--- config.mk ---
export PLATFORM = sky130hd
export DESIGN_NAME = brres_top
export DESIGN_NICKNAME = d
export VERILOG_FILES = /design/src/rtl/brres_pkg.sv /design/src/rtl/brres_cmp.sv /design/src/rtl/brres_dec.sv /design/src/rtl/brres_tgt.sv /design/src/rtl/brres_top.sv
export SDC_FILE = /design/constraint.sdc
export NUM_CORES = 1
export LEC_CHECK = 0
export BUFFER_PORTS_ARGS = -buffer_cell sky130_fd_sc_hd__buf_4
export CORE_MARGIN = 2
export CORE_UTILIZATION = 45
export DETAILED_ROUTE_END_ITERATION = 16
export HOLD_SLACK_MARGIN = 0.06
export PLACE_DENSITY = 0.76
export RECOVER_POWER = 100
export SYNTH_ARGS = -nofsm -noshare
export SYNTH_HDL_FRONTEND = slang
export SYNTH_SLANG_ARGS = --single-unit
--- constraint.sdc ---
create_clock -name clk -period 4.2 [get_ports clk]
set_input_delay 0.21 -clock clk [delete_from_list [all_inputs] [get_ports clk]]
set_output_delay 0.21 -clock clk [all_outputs]
set_load 0.02 [all_outputs]
--- src/rtl/brres_pkg.sv ---
package brres_pkg;

    localparam int NKIND = 6;

    typedef enum int unsigned {
        BK_EQ  = 0,
        BK_NE  = 1,
        BK_LTZ = 2,
        BK_LEZ = 3,
        BK_GTZ = 4,
        BK_GEZ = 5
    } br_kind_e;

    typedef logic [NKIND-1:0] br_sel_t;

    typedef struct packed {
        logic eq;
        logic gt;
        logic lt;
    } cmp_flags_t;

    // True for a vector with exactly one bit set
    function automatic logic sel_onehot(br_sel_t s);
        return (s != '0) && ((s & (s - 1'b1)) == '0);
    endfunction

    // Kinds that compare against the second register operand
    function automatic logic sel_uses_b(br_sel_t s);
        return s[BK_EQ] | s[BK_NE];
    endfunction

    // Condition evaluation over the comparison flags
    function automatic logic cond_hit(br_sel_t s, cmp_flags_t f);
        return (s[BK_EQ]  &  f.eq)
             | (s[BK_NE]  & ~f.eq)
             | (s[BK_LTZ] &  f.lt)
             | (s[BK_LEZ] & (f.lt | f.eq))
             | (s[BK_GTZ] &  f.gt)
             | (s[BK_GEZ] & (f.gt | f.eq));
    endfunction

endpackage

--- src/rtl/brres_cmp.sv ---
module brres_cmp
    import brres_pkg::*;
#(
    parameter int W = 32
) (
    input  logic [W-1:0] a,
    input  logic [W-1:0] b,
    output cmp_flags_t   flags
);
    logic is_eq;
    logic is_lt;

    always_comb begin
        is_eq    = (a == b);
        is_lt    = ($signed(a) < $signed(b));
        flags.eq = is_eq;
        flags.lt = is_lt;
        flags.gt = ~is_eq & ~is_lt;
    end
endmodule

--- src/rtl/brres_dec.sv ---
module brres_dec
    import brres_pkg::*;
(
    input  br_sel_t    sel,
    input  cmp_flags_t flags,
    output logic       valid,
    output logic       taken,
    output logic       not_taken
);
    logic hit;

    always_comb begin
        valid     = sel_onehot(sel);
        hit       = cond_hit(sel, flags);
        taken     = valid & hit;
        not_taken = valid & ~hit;
    end
endmodule

--- src/rtl/brres_tgt.sv ---
module brres_tgt #(
    parameter int W  = 32,
    parameter int OW = 16
) (
    input  logic [W-1:0]  base,
    input  logic [OW-1:0] off,
    output logic [W-1:0]  target,
    output logic [W-1:0]  seq
);
    localparam int EXT = W - OW;

    logic [W-1:0] off_ext;
    logic [W-1:0] off_bytes;

    always_comb begin
        off_ext   = {{EXT{off[OW-1]}}, off};
        off_bytes = {off_ext[W-3:0], 2'b00};
        target    = base + off_bytes;
        seq       = base + W'(4);
    end
endmodule

--- src/rtl/brres_top.sv ---
module brres_top
    import brres_pkg::*;
#(
    parameter int XLEN    = 32,
    parameter int OFFW    = 16,
    parameter bit REG_OUT = 1'b1
) (
    input  logic              clk,
    input  logic              rst,
    input  logic [NKIND-1:0]  br_sel,
    input  logic [XLEN-1:0]   opnd_a,
    input  logic [XLEN-1:0]   opnd_b,
    input  logic [OFFW-1:0]   offset,
    input  logic [XLEN-1:0]   pc,
    input  logic [XLEN-1:0]   next_pc,
    output logic              flag_eq,
    output logic              flag_gt,
    output logic              flag_lt,
    output logic              taken,
    output logic              not_taken,
    output logic              decode_err,
    output logic [XLEN-1:0]   target_pc,
    output logic [XLEN-1:0]   cur_pc,
    output logic [XLEN-1:0]   slot_pc,
    output logic [XLEN-1:0]   fetch_pc
);
    typedef struct packed {
        cmp_flags_t      flags;
        logic            taken;
        logic            not_taken;
        logic            err;
        logic [XLEN-1:0] target;
        logic [XLEN-1:0] cur;
        logic [XLEN-1:0] slot;
        logic [XLEN-1:0] fetch;
    } res_t;

    br_sel_t         sel;
    logic [XLEN-1:0] b_eff;
    cmp_flags_t      flags;
    logic            valid;
    logic            tk;
    logic            ntk;
    logic [XLEN-1:0] tgt;
    logic [XLEN-1:0] seq;
    res_t            res_d;
    res_t            res_o;

    assign sel   = br_sel;
    assign b_eff = sel_uses_b(sel) ? opnd_b : '0;

    brres_cmp #(.W(XLEN)) u_cmp (
        .a     (opnd_a),
        .b     (b_eff),
        .flags (flags)
    );

    brres_dec u_dec (
        .sel       (sel),
        .flags     (flags),
        .valid     (valid),
        .taken     (tk),
        .not_taken (ntk)
    );

    brres_tgt #(.W(XLEN), .OW(OFFW)) u_tgt (
        .base   (next_pc),
        .off    (offset),
        .target (tgt),
        .seq    (seq)
    );

    always_comb begin
        res_d.flags     = flags;
        res_d.taken     = tk;
        res_d.not_taken = ntk;
        res_d.err       = ~valid;
        res_d.target    = tgt;
        res_d.cur       = pc;
        res_d.slot      = next_pc;
        res_d.fetch     = tk ? tgt : seq;
    end

    generate
        if (REG_OUT) begin : g_reg
            res_t res_q;
            always_ff @(posedge clk) begin
                if (rst) res_q <= '0;
                else     res_q <= res_d;
            end
            assign res_o = res_q;
        end else begin : g_comb
            assign res_o = res_d;
        end
    endgenerate

    assign flag_eq    = res_o.flags.eq;
    assign flag_gt    = res_o.flags.gt;
    assign flag_lt    = res_o.flags.lt;
    assign taken      = res_o.taken;
    assign not_taken  = res_o.not_taken;
    assign decode_err = res_o.err;
    assign target_pc  = res_o.target;
    assign cur_pc     = res_o.cur;
    assign slot_pc    = res_o.slot;
    assign fetch_pc   = res_o.fetch;
endmodule

==> results of run 1 <==
[cell families (layout without fill, tap and decap cells)]
group,Yosys count,after routing,share of synthesized area
DFF,130,130,0.379
buffers and inverters,45,384,0.0330
muxes,1,1,0.00164
and+or+nand+nor,303,303,0.241
xor gates and xnor gates,51,51,0.0650
adders and majority gates,63,63,0.116
AOI/OAI and AO/OA,148,148,0.165
[critical path, cell delays in order]
cell	delay (ps)
clkbuf_1	170
or2_2	520
nand2_1	120
ha_1	330
a21oi_1	140
o21ai_0	160
a211oi_1	340
o2111a_1	300
a211oi_2	140
a211oi_4	330
clkbuf_2	510
nor2_1	100
a211oi_1	320
[final timing paths]
| kind | startpoint | endpoint | slack [ps] |
|---|---|---|---|
| setup / recovery | br_sel[0] | fetch_pc[28]$_SDFF_PP0_ | 780 |
| hold / removal | next_pc[9] | slot_pc[9]$_SDFF_PP0_ | 70 |
[synthesized netlist by cell type (4+ instances only)]
master / count / area (µm²)
a211oi_1: 10 / 75.1
a211oi_2: 16 / 200
a21o_1: 15 / 113
a21oi_1: 37 / 185
a31oi_1: 5 / 31.3
and3_1: 7 / 43.8
and3b_1: 4 / 35.0
and4_1: 8 / 70.1
buf_4: 7 / 52.6
clkbuf_1: 15 / 56.3
dfxtp_1: 130 / 2600
ha_1: 62 / 776
inv_1: 16 / 60.1
nand2_1: 68 / 255
nand2b_1: 4 / 25.0
nand3_1: 16 / 80.1
nand4_1: 11 / 68.8
nor2_1: 63 / 236
nor2b_1: 77 / 482
nor3_1: 10 / 50.1
o211ai_1: 5 / 37.5
o21a_1: 4 / 30.0
o21ai_0: 13 / 65.1
o31ai_1: 8 / 60.1
or3_1: 6 / 37.5
xnor2_1: 25 / 219
xor2_1: 26 / 228
[placed cells by master (no fill, tap or decap), drive strengths merged, types with 26 or more instances in the layout]
cell type	n
nor2	63
a211oi	27
dlygate4sd3	46
buf	149
ha	62
nand2	68
a21oi	38
clkbuf	159
dfxtp	130
xor2	26
nor2b	77
[state kept, by name, summed over array words and instances (netlist names), 30 cells and up]
name / count
slot_pc: 30
target_pc: 32
fetch_pc: 30
cur_pc: 32
[report_power, final]
part,total [mW],switching (mW),internal [mW]
logic,0.894,0.526,0.368
registers,1.36,0.0266,1.33
clock network,1.58,0.575,1.00
[repair_timing]
action                    in CTS  in global routing
hold buffers                  46                  0
setup buffers                  0                  0
hold endpoints to repair      46                  0
[stage by stage]
stage | total power, mW | setup WS (ps)
4_1_cts | 3.93 | 1050
5_1_grt | 3.99 | 440
2_1_floorplan | 1.93 | 1250
6_report | 3.83 | 780
3_5_place_dp | 2.32 | 631
3_3_place_gp | 2.31 | 757
[final cells by class]
cell class,count,share of cell area
repair buffers,337,0.219
clock inverters,14,0.0209
well taps,188,0.0244
clock buffers,17,0.0441
inverters,16,0.00622
flip-flops and latches,130,0.270
multi-input cells,566,0.415
[per-layer routing]
metal | share of wire | global-route usage | vias up
li1 | - | - | 3278
met1 | 0.43 | 0.303 | 3085
met2 | 0.50 | 0.449 | 223
met3 | 0.050 | 0.0415 | 38
met4 | 0.024 | 0.0905 | 0
met5 | 0 | 0 | -
==> summary.json, run 1 <==
{
  "drt_iter0_markers": {"value": 312},
  "timing.final.hold_violations": {"value": 0},
  "placeableCoreArea": {"value": 0.0150, "unit": "mm²"},
  "cp_capture_type": {"value": "register"},
  "global_route.overflow_total": {"value": 0},
  "ant_nets": {"value": 0},
  "cell_count_final_fillers_out": {"value": 1268},
  "slew_viol_final": {"value": 87},
  "critical_path_peak_fanout": {"value": 32},
  "die_y": {"value": 128, "unit": "µm"},
  "cts_resized": {"value": 0},
  "min_path_type": {"value": "primary input to register"},
  "post-route-cell-area": {"value": 0.00965, "unit": "mm²"},
  "placed_cells": {"value": 1191},
  "fmaxAchievable": {"value": 0.292, "unit": "GHz"},
  "total_leakage_power": {"value": 4.25, "unit": "nW"},
  "grt_max_degree": {"value": 51},
  "postLayoutCoreUtil": {"value": 0.642},
  "fp.dieW": {"value": 128, "unit": "µm"},
  "slew_headroom": {"value": -0.424},
  "first_global_vias": {"value": 6480},
  "worst-endpoint-arrival": {"value": 3700, "unit": "ps"},
  "initial_utilization": {"value": 0.457},
  "layout.area.seq": {"value": 0.00260, "unit": "mm²"},
  "cts_made_buffers": {"value": 17},
  "peak_supply_drop": {"value": 0.000268, "unit": "V"},
  "syn_area_per_cell": {"value": 9.27, "unit": "µm²"},
  "viasPerCell": {"value": 5.22},
  "cts_tree": {"value": "yes"},
  "clock_tree.root_cell": {"value": "clkbuf_16"},
  "yosysSeqAreaShare": {"value": 0.379},
  "routed_wire_per_std_cell": {"value": 16.7, "unit": "µm"},
  "outcome": {"value": "complete, but fails checks"},
  "max_slew.worst_pin.slew": {"value": 2140, "unit": "ps"},
  "synth-main-ff-cell": {"value": "dfxtp_1"},
  "detailedRoute.firstPassIterationCount": {"value": 5},
  "drive_gt1_frac": {"value": 0.205},
  "postSynthCellCount": {"value": 741},
  "route.final.wire_length": {"value": 21200, "unit": "µm"},
  "async_reset_ff_frac": {"value": 0},
  "via_count": {"value": 6624},
  "finalHoldWorstSlack": {"value": 68.3, "unit": "ps"},
  "relative_area_change_from_synthesis_to_final_layout": {"value": 40.4, "unit": "%"},
  "worstHoldPathCells": {"value": 2},
  "finalSetupViolCount": {"value": 0},
  "synth.yosys.warnings": {"value": 0},
  "worst_setup_sp_type": {"value": "primary input"},
  "synth_fp_nets": {"value": 956},
  "globalRouteTotalUtil": {"value": 0.251},
  "antenna-diode-count": {"value": 0},
  "n_fill_cell": {"value": 1349},
  "postSynthRegisterBits": {"value": 130},
  "grt_pass1_wl": {"value": 32600, "unit": "µm"},
  "worst_ep_required_time": {"value": 4480, "unit": "ps"},
  "design.final.nets": {"value": 1283},
  "detail_route.drc_violations": {"value": 0},
  "power-per-cell-area": {"value": 397, "unit": "mW/mm²"},
  "rsz0062_at_grt": {"value": "false"},
  "clk_pin_slew": {"value": 60, "unit": "ps"},
  "synth_edf_count": {"value": 0},
  "place.port_buffers": {"value": 285},
  "totalNegativeSetupSlack": {"value": 0, "unit": "ps"},
  "die_ar": {"value": 0.0163, "unit": "mm²"},
  "crit_type": {"value": "primary input to register"},
  "grt_antenna_before_repair": {"value": 0},
  "place.gp.congestion": {"value": 0.929},
  "violations": {"value": "max-capacitance violations, max-slew violations"},
  "dpl_cell_area": {"value": 0.00913, "unit": "mm²"},
  "drv.max_cap_violation_count": {"value": 2},
  "core.rowCount": {"value": 45},
  "syn-cell-area": {"value": 0.00687, "unit": "mm²"},
  "total_half_perimeter_wirelength_after_legalization_and_detailed_placement": {"value": 15400, "unit": "µm"},
  "synth.distinct_cells": {"value": 78},
  "tritoncts_num_sinks": {"value": 130},
  "top_level_ports": {"value": 286},
  "cts-root-to-sink-buffers": {"value": 2},
  "post-route-period-util": {"value": 0.814},
  "clock_tree.htree_level_count": {"value": 4},
  "final.min_clock_period": {"value": 3420, "unit": "ps"},
  "multiInputGateArea": {"value": 0.00401, "unit": "mm²"}
}
Note: power is estimated with default switching activity, not from simulation.
==> inputs of run 2 (changes only) <==
==> constraint.sdc (replaced) <==
create_clock -name clk -period 3.5 [get_ports clk]
set_input_delay 0.175 -clock clk [delete_from_list [all_inputs] [get_ports clk]]
set_output_delay 0.175 -clock clk [all_outputs]
set_load 0.02 [all_outputs]
==> run 2 against run 1 <==
Net effect:
- the flow still finishes with violations (max-capacitance violations, max-slew violations)
- count of clock-buffer cells in the layout rose by 2
- combinational power is 21% higher
- worst setup slack lost 530 ps
- die area stayed put
- sequential share of layout area is 0.44 points lower
- sequential power grew 20%
- cell area up 1.7%
- clock power up 16%
- first-iteration DRC count is 4.2% higher
- via count is 0.33% higher
- largest cell class unchanged
- largest power group unchanged
==> summary.json, run 2 (synthesized netlist as in run 1, its figures left out) <==
{
  "outcome": {"value": "complete, but fails checks"},
  "violations": {"value": "max-capacitance violations, max-slew violations"},
  "netSwitchingFraction": {"value": 0.296},
  "min_path_type": {"value": "primary input to register"},
  "viasPerCell": {"value": 5.18},
  "cts_made_buffers": {"value": 17},
  "cp_capture_type": {"value": "register"},
  "ant_nets": {"value": 0},
  "slowest_delay": {"value": 730, "unit": "ps"},
  "mostFrequentLayoutCell": {"value": "buf_4"},
  "via_count": {"value": 6646},
  "dpl_cell_area": {"value": 0.00916, "unit": "mm²"},
  "slew_viol_final": {"value": 48},
  "timing.final.hold_violations": {"value": 0},
  "clkPwrFrac": {"value": 0.404},
  "critical_path_peak_fanout": {"value": 5},
  "drv.max_cap_violation_count": {"value": 1},
  "globalRouteTotalUtil": {"value": 0.247},
  "post-route-period-util": {"value": 0.929},
  "cts-root-to-sink-buffers": {"value": 2},
  "path_depth": {"value": 11},
  "multiInputGateArea": {"value": 0.00401, "unit": "mm²"},
  "final.min_clock_period": {"value": 3250, "unit": "ps"},
  "grt_antenna_before_repair": {"value": 0},
  "clock_tree.htree_level_count": {"value": 4},
  "slew_headroom": {"value": -0.424},
  "first_global_vias": {"value": 6475},
  "grt_max_degree": {"value": 48},
  "startpoint": {"value": "next_pc[5]"},
  "critical_path.most_common_cell": {"value": "a211oi_2"},
  "cts_tree": {"value": "yes"},
  "finalSetupViolCount": {"value": 0},
  "internal_power": {"value": 3.21, "unit": "mW"},
  "worstPathBufferInverterCount": {"value": 2},
  "grt_pass1_wl": {"value": 32100, "unit": "µm"},
  "worst-endpoint-arrival": {"value": 3580, "unit": "ps"},
  "totalNegativeSetupSlack": {"value": 0, "unit": "ps"},
  "peak_supply_drop": {"value": 0.000322, "unit": "V"},
  "n_fill_cell": {"value": 1317},
  "initial_utilization": {"value": 0.457},
  "totalPowerFinal": {"value": 4.55, "unit": "mW"},
  "grt_most_used_layer": {"value": "met2"},
  "drive_gt1_frac": {"value": 0.206},
  "rsz0062_at_grt": {"value": "false"},
  "worst_ep_required_time": {"value": 3820, "unit": "ps"},
  "crit_type": {"value": "primary input to register"},
  "clk_pin_slew": {"value": 60, "unit": "ps"},
  "power.share.combinational": {"value": 0.238},
  "m1_gr_usage": {"value": 0.291},
  "grtUsageMet2": {"value": 0.436},
  "global_route.overflow_total": {"value": 0},
  "antenna-diode-count": {"value": 0},
  "hold_path_startpoint": {"value": "next_pc[11]"},
  "netSwitchingPower": {"value": 1.35, "unit": "mW"},
  "total_leakage_power": {"value": 4.32, "unit": "nW"},
  "die_ar": {"value": 0.0163, "unit": "mm²"},
  "max_slew.worst_pin.slew": {"value": 2140, "unit": "ps"},
  "route.final.wire_length": {"value": 20800, "unit": "µm"},
  "layout.area.seq": {"value": 0.00260, "unit": "mm²"},
  "finalHoldWorstSlack": {"value": 82.9, "unit": "ps"},
  "total_half_perimeter_wirelength_after_legalization_and_detailed_placement": {"value": 14700, "unit": "µm"},
  "gr-usage-met3": {"value": 0.0477},
  "top_level_ports": {"value": 286},
  "tritoncts_num_sinks": {"value": 130},
  "placeableCoreArea": {"value": 0.0150, "unit": "mm²"},
  "core.rowCount": {"value": 45},
  "post-route-cell-area": {"value": 0.00981, "unit": "mm²"},
  "design.final.nets": {"value": 1297},
  "critical-path-slowest-cell": {"value": "a2111oi_0"},
  "worstHoldPathCells": {"value": 3},
  "timing.critical_path.cells": {"value": "dlygate4sd3_1, clkbuf_1, ha_1, and3_2, a211oi_2, o211ai_1, a2111oi_0, o311a_1, xnor2_1, nor2_1, a211oi_2"},
  "fp.dieW": {"value": 128, "unit": "µm"},
  "relative_area_change_from_synthesis_to_final_layout": {"value": 42.8, "unit": "%"},
  "place.port_buffers": {"value": 285},
  "detailedRoute.firstPassIterationCount": {"value": 5},
  "place.gp.congestion": {"value": 0.914},
  "most-common-layout-cells": {"value": "buf_4 (149), clkbuf_1 (139), dfxtp_1 (130), nor2b_1 (77), nand2_1 (68)"},
  "detail_route.drc_violations": {"value": 0},
  "worst_setup_sp_type": {"value": "primary input"},
  "path_delay_family": {"value": "compound AO/OA/AOI/OAI gates"},
  "postCtsSetupRepairBufs": {"value": 0},
  "clock_tree.root_cell": {"value": "clkbuf_16"},
  "routed_wire_per_std_cell": {"value": 16.2, "unit": "µm"},
  "seqPwrFrac": {"value": 0.358},
  "fmaxAchievable": {"value": 0.307, "unit": "GHz"},
  "drt_iter0_markers": {"value": 325},
  "die_y": {"value": 128, "unit": "µm"},
  "power-per-cell-area": {"value": 464, "unit": "mW/mm²"}
}
## run 2: power by group through the flow
| stage | sequential, mW | combinational, mW | clock [mW] |
|---|---|---|---|
| after floorplan | 1.82 | 0.501 | 0 |
| after global placement | 1.66 | 1.11 | 0 |
| after detailed placement | 1.66 | 1.12 | 0 |
| after CTS | 1.63 | 1.19 | 1.87 |
| after global routing | 1.64 | 1.18 | 1.92 |
| final | 1.63 | 1.08 | 1.84 |
## run 2: cell type report
class                           count  share of cell area
Inverter                           16             0.00612
Sequential cell                   130               0.265
Tap cell                          188              0.0240
Clock buffer                       19              0.0452
Clock inverter                     13              0.0177
Multi-Input combinational cell    566               0.408
Timing Repair Buffer              351               0.233
## run 2: final timing paths
path,to
setup / recovery,fetch_pc[19]$_SDFF_PP0_
hold / removal,slot_pc[11]$_SDFF_PP0_
## run 2: stage by stage
step | util | instances | setup WS [ps]
after detailed placement | 0.609 | 1191 | 124
final | 0.652 | 1283 | 247
after CTS | 0.690 | 1283 | 531
after global routing | 0.652 | 1283 | 136
after global placement | 0.609 | 1191 | 206
after floorplan | - | 741 | 584
## run 2: layer usage
metal,share of wire,vias up
met2,0.49,246
met4,0.035,0
met3,0.055,50
met1,0.42,3048
li1,-,3302
met5,0,-
## run 2: timing repair
action | 4_1_cts | 5_1_grt
gates resized for setup | 0 | 0
hold buffers | 60 | 0
hold endpoints to repair | 61 | 0
setup endpoints to repair | 0 | 0
==> inputs of run 3 (changes only) <==
--- a/config.mk
+++ b/config.mk
@@ -10,8 +10,10 @@
 export CORE_UTILIZATION = 45
 export DETAILED_ROUTE_END_ITERATION = 16
 export HOLD_SLACK_MARGIN = 0.06
-export PLACE_DENSITY = 0.76
+export PLACE_DENSITY = 0.75
 export RECOVER_POWER = 100
+export SLEW_MARGIN = 20
 export SYNTH_ARGS = -nofsm -noshare
 export SYNTH_HDL_FRONTEND = slang
+export SYNTH_HIERARCHICAL = 1
 export SYNTH_SLANG_ARGS = --single-unit
==> constraint.sdc (replaced) <==
create_clock -name clk -period 3.4 [get_ports clk]
set_input_delay 0.17 -clock clk [delete_from_list [all_inputs] [get_ports clk]]
set_output_delay 0.17 -clock clk [all_outputs]
set_load 0.02 [all_outputs]
==> run 3 against run 2 <==
Net effect:
- the run now ends clean
- synthesized cell count grew 6.1%
- sequential power rose by 7%
- die area rose by 5.3%
- clock power about the same
- sequential share of layout area decreased by 0.13 points
- critical endpoint is now fetch_pc[16]$_SDFF_PP0_
- largest power group unchanged
==> summary.json, run 3 <==
{
  "outcome": {"value": "finished, final reports clean"},
  "placeableCoreArea": {"value": 0.0158, "unit": "mm²"},
  "fp.dieW": {"value": 131, "unit": "µm"},
  "m1_gr_usage": {"value": 0.248},
  "worst-endpoint-arrival": {"value": 3430, "unit": "ps"},
  "synth_fp_nets": {"value": 1001},
  "finalHoldWorstSlack": {"value": 104, "unit": "ps"},
  "clock_tree.root_cell": {"value": "clkbuf_16"},
  "relative_area_change_from_synthesis_to_final_layout": {"value": 40.2, "unit": "%"},
  "core.rowCount": {"value": 46},
  "place.port_buffers": {"value": 285},
  "clock_tree.htree_level_count": {"value": 4},
  "detailedRoute.firstPassIterationCount": {"value": 4},
  "async_reset_ff_frac": {"value": 0},
  "timing.final.hold_violations": {"value": 0},
  "synth.yosys.warnings": {"value": 6},
  "synth.top_cells.by_area": {"value": "dfxtp_1 (37%), nor2b_1 (11%), ha_1 (11%)"},
  "finalSetupViolCount": {"value": 0},
  "die_ar": {"value": 0.0171, "unit": "mm²"},
  "cell_count_final_fillers_out": {"value": 1355},
  "final.min_clock_period": {"value": 3140, "unit": "ps"},
  "synthDominantCellAreaShare": {"value": 0.370},
  "synth_area_leader_cell": {"value": "dfxtp_1"},
  "crit_type": {"value": "primary input to register"},
  "routed_wire_per_std_cell": {"value": 15.5, "unit": "µm"},
  "antenna-diode-count": {"value": 0},
  "placed_cells": {"value": 1259},
  "slew_viol_final": {"value": 0},
  "cts_tree": {"value": "yes"},
  "detail_route.drc_violations": {"value": 0},
  "grt_antenna_before_repair": {"value": 0},
  "totalNegativeSetupSlack": {"value": 0, "unit": "ps"},
  "postCtsSetupRepairBufs": {"value": 0},
  "route.final.wire_length": {"value": 21000, "unit": "µm"},
  "final_critical_path_setup_slack": {"value": 255, "unit": "ps"},
  "globalRouteTotalUtil": {"value": 0.238},
  "postSynthRegisterBits": {"value": 134},
  "design.final.nets": {"value": 1341},
  "grt_most_used_layer": {"value": "met2"},
  "initial_utilization": {"value": 0.458},
  "synth-main-ff-cell": {"value": "dfxtp_1"},
  "cp_capture_type": {"value": "register"},
  "drt_iter0_markers": {"value": 203},
  "n_fill_cell": {"value": 1416},
  "hold_path_startpoint": {"value": "offset[0]"},
  "ant_nets": {"value": 0},
  "slew_headroom": {"value": 0.0881},
  "place.gp.congestion": {"value": 0.881},
  "post-route-period-util": {"value": 0.925},
  "synth_common_cells": {"value": "dfxtp_1 (134), nor2b_1 (127), ha_1 (62), nor2_1 (53), inv_1 (42)"},
  "startpoint": {"value": "br_sel[1]"},
  "power-per-cell-area": {"value": 473, "unit": "mW/mm²"},
  "first_global_vias": {"value": 6504},
  "worst_setup_sp_type": {"value": "primary input"},
  "tritoncts_num_sinks": {"value": 134},
  "postSynthCellCount": {"value": 786},
  "most-common-layout-cells": {"value": "clkbuf_1 (144), dfxtp_1 (134), nor2b_1 (130), buf_4 (120), dlygate4sd3_1 (64)"},
  "synth_edf_count": {"value": 0},
  "grt_pass1_wl": {"value": 31500, "unit": "µm"},
  "grtUsageMet2": {"value": 0.448},
  "min_path_type": {"value": "primary input to register"},
  "yosysSeqAreaShare": {"value": 0.370},
  "viasPerCell": {"value": 4.91},
  "grt_max_degree": {"value": 62},
  "global_route.overflow_total": {"value": 0},
  "total_half_perimeter_wirelength_after_legalization_and_detailed_placement": {"value": 14900, "unit": "µm"},
  "syn_area_per_cell": {"value": 9.22, "unit": "µm²"},
  "gr-usage-met3": {"value": 0.0704},
  "die_y": {"value": 131, "unit": "µm"},
  "syn-cell-area": {"value": 0.00725, "unit": "mm²"},
  "rsz0062_at_grt": {"value": "false"},
  "drive_gt1_frac": {"value": 0.175},
  "cts-root-to-sink-buffers": {"value": 2},
  "total_leakage_power": {"value": 4.51, "unit": "nW"},
  "worst_ep_required_time": {"value": 3690, "unit": "ps"},
  "top_level_ports": {"value": 286},
  "cts_made_buffers": {"value": 17},
  "critical_path_peak_fanout": {"value": 25},
  "fmaxAchievable": {"value": 0.318, "unit": "GHz"},
  "worstHoldPathCells": {"value": 3},
  "clk_pin_slew": {"value": 60, "unit": "ps"},
  "place_ws": {"value": -142, "unit": "ps"},
  "mostFrequentLayoutCell": {"value": "clkbuf_1"},
  "yosysMostFrequentCell": {"value": "dfxtp_1"},
  "synth.distinct_cells": {"value": 57},
  "via_count": {"value": 6656},
  "max_slew.worst_pin.slew": {"value": 1370, "unit": "ps"},
  "totalPowerFinal": {"value": 4.81, "unit": "mW"},
  "peak_supply_drop": {"value": 0.000351, "unit": "V"},
  "drv.max_cap_violation_count": {"value": 0}
}
==> run 3: layout make-up <==
type	count	area (µm²)	area share
repair buffers	360	2360	0.232
inverters	42	158	0.0155
multi-input cells	571	4090	0.402
flip-flops and latches	134	2680	0.264
clock inverters	14	174	0.0171
well taps	216	270	0.0266
clock buffers	18	429	0.0422
==> run 3: kinds of logic (layout without fill, tap and decap cells) <==
logic type / count (synthesis) / count (layout) / share of synthesized area
flops: 134 / 134 / 0.370
fa+ha+maj: 64 / 64 / 0.111
mux: 32 / 32 / 0.0442
simple gates: 301 / 301 / 0.234
xor+xnor: 58 / 58 / 0.0701
buf+inv: 81 / 434 / 0.0642
compound gates: 116 / 116 / 0.106
==> run 3: metrics by stage <==
step	util	instance area (µm²)
2_1_floorplan	-	7250
3_3_place_gp	0.599	9490
3_5_place_dp	0.599	9490
4_1_cts	0.678	10700
5_1_grt	0.642	10200
6_report	0.642	10200
==> run 3: worst paths after layout <==
check / endpoint / slack (ps)
setup / recovery: fetch_pc[16]$_SDFF_PP0_ / 260
hold / removal: target_pc[2]$_SDFF_PP0_ / 100
==> run 3: critical path, stage by stage <==
cell	delay, ps
buf_4	120
nor2_2	140
buf_12	170
nor2b_1	60
inv_1	50
ha_1	230
a21o_1	160
a221o_1	310
a221oi_1	280
o21ai_1	130
or3_1	330
a21oi_1	170
o21ai_0	130
o211a_1	160
a211oi_4	270
buf_12	230
mux2i_1	220
nor2_1	60
==> run 3: repair_timing <==
item,4_1_cts,5_1_grt
resized for setup,0,0
endpoints found under the hold margin,68,0
hold buffers,64,0
==> run 3: report_power, final <==
group          switching (mW)  total (mW)  internal, mW  leakage [nW]
sequential             0.0349        1.74          1.70          1.12
clock                   0.714        1.87          1.16         0.295
combinational           0.681        1.20         0.518          3.10
==> run 3: layer usage <==
layer	wire length, µm	share of wire
met1	8210	0.39
met2	10800	0.51
met3	1640	0.078
met4	362	0.017
met5	0	0
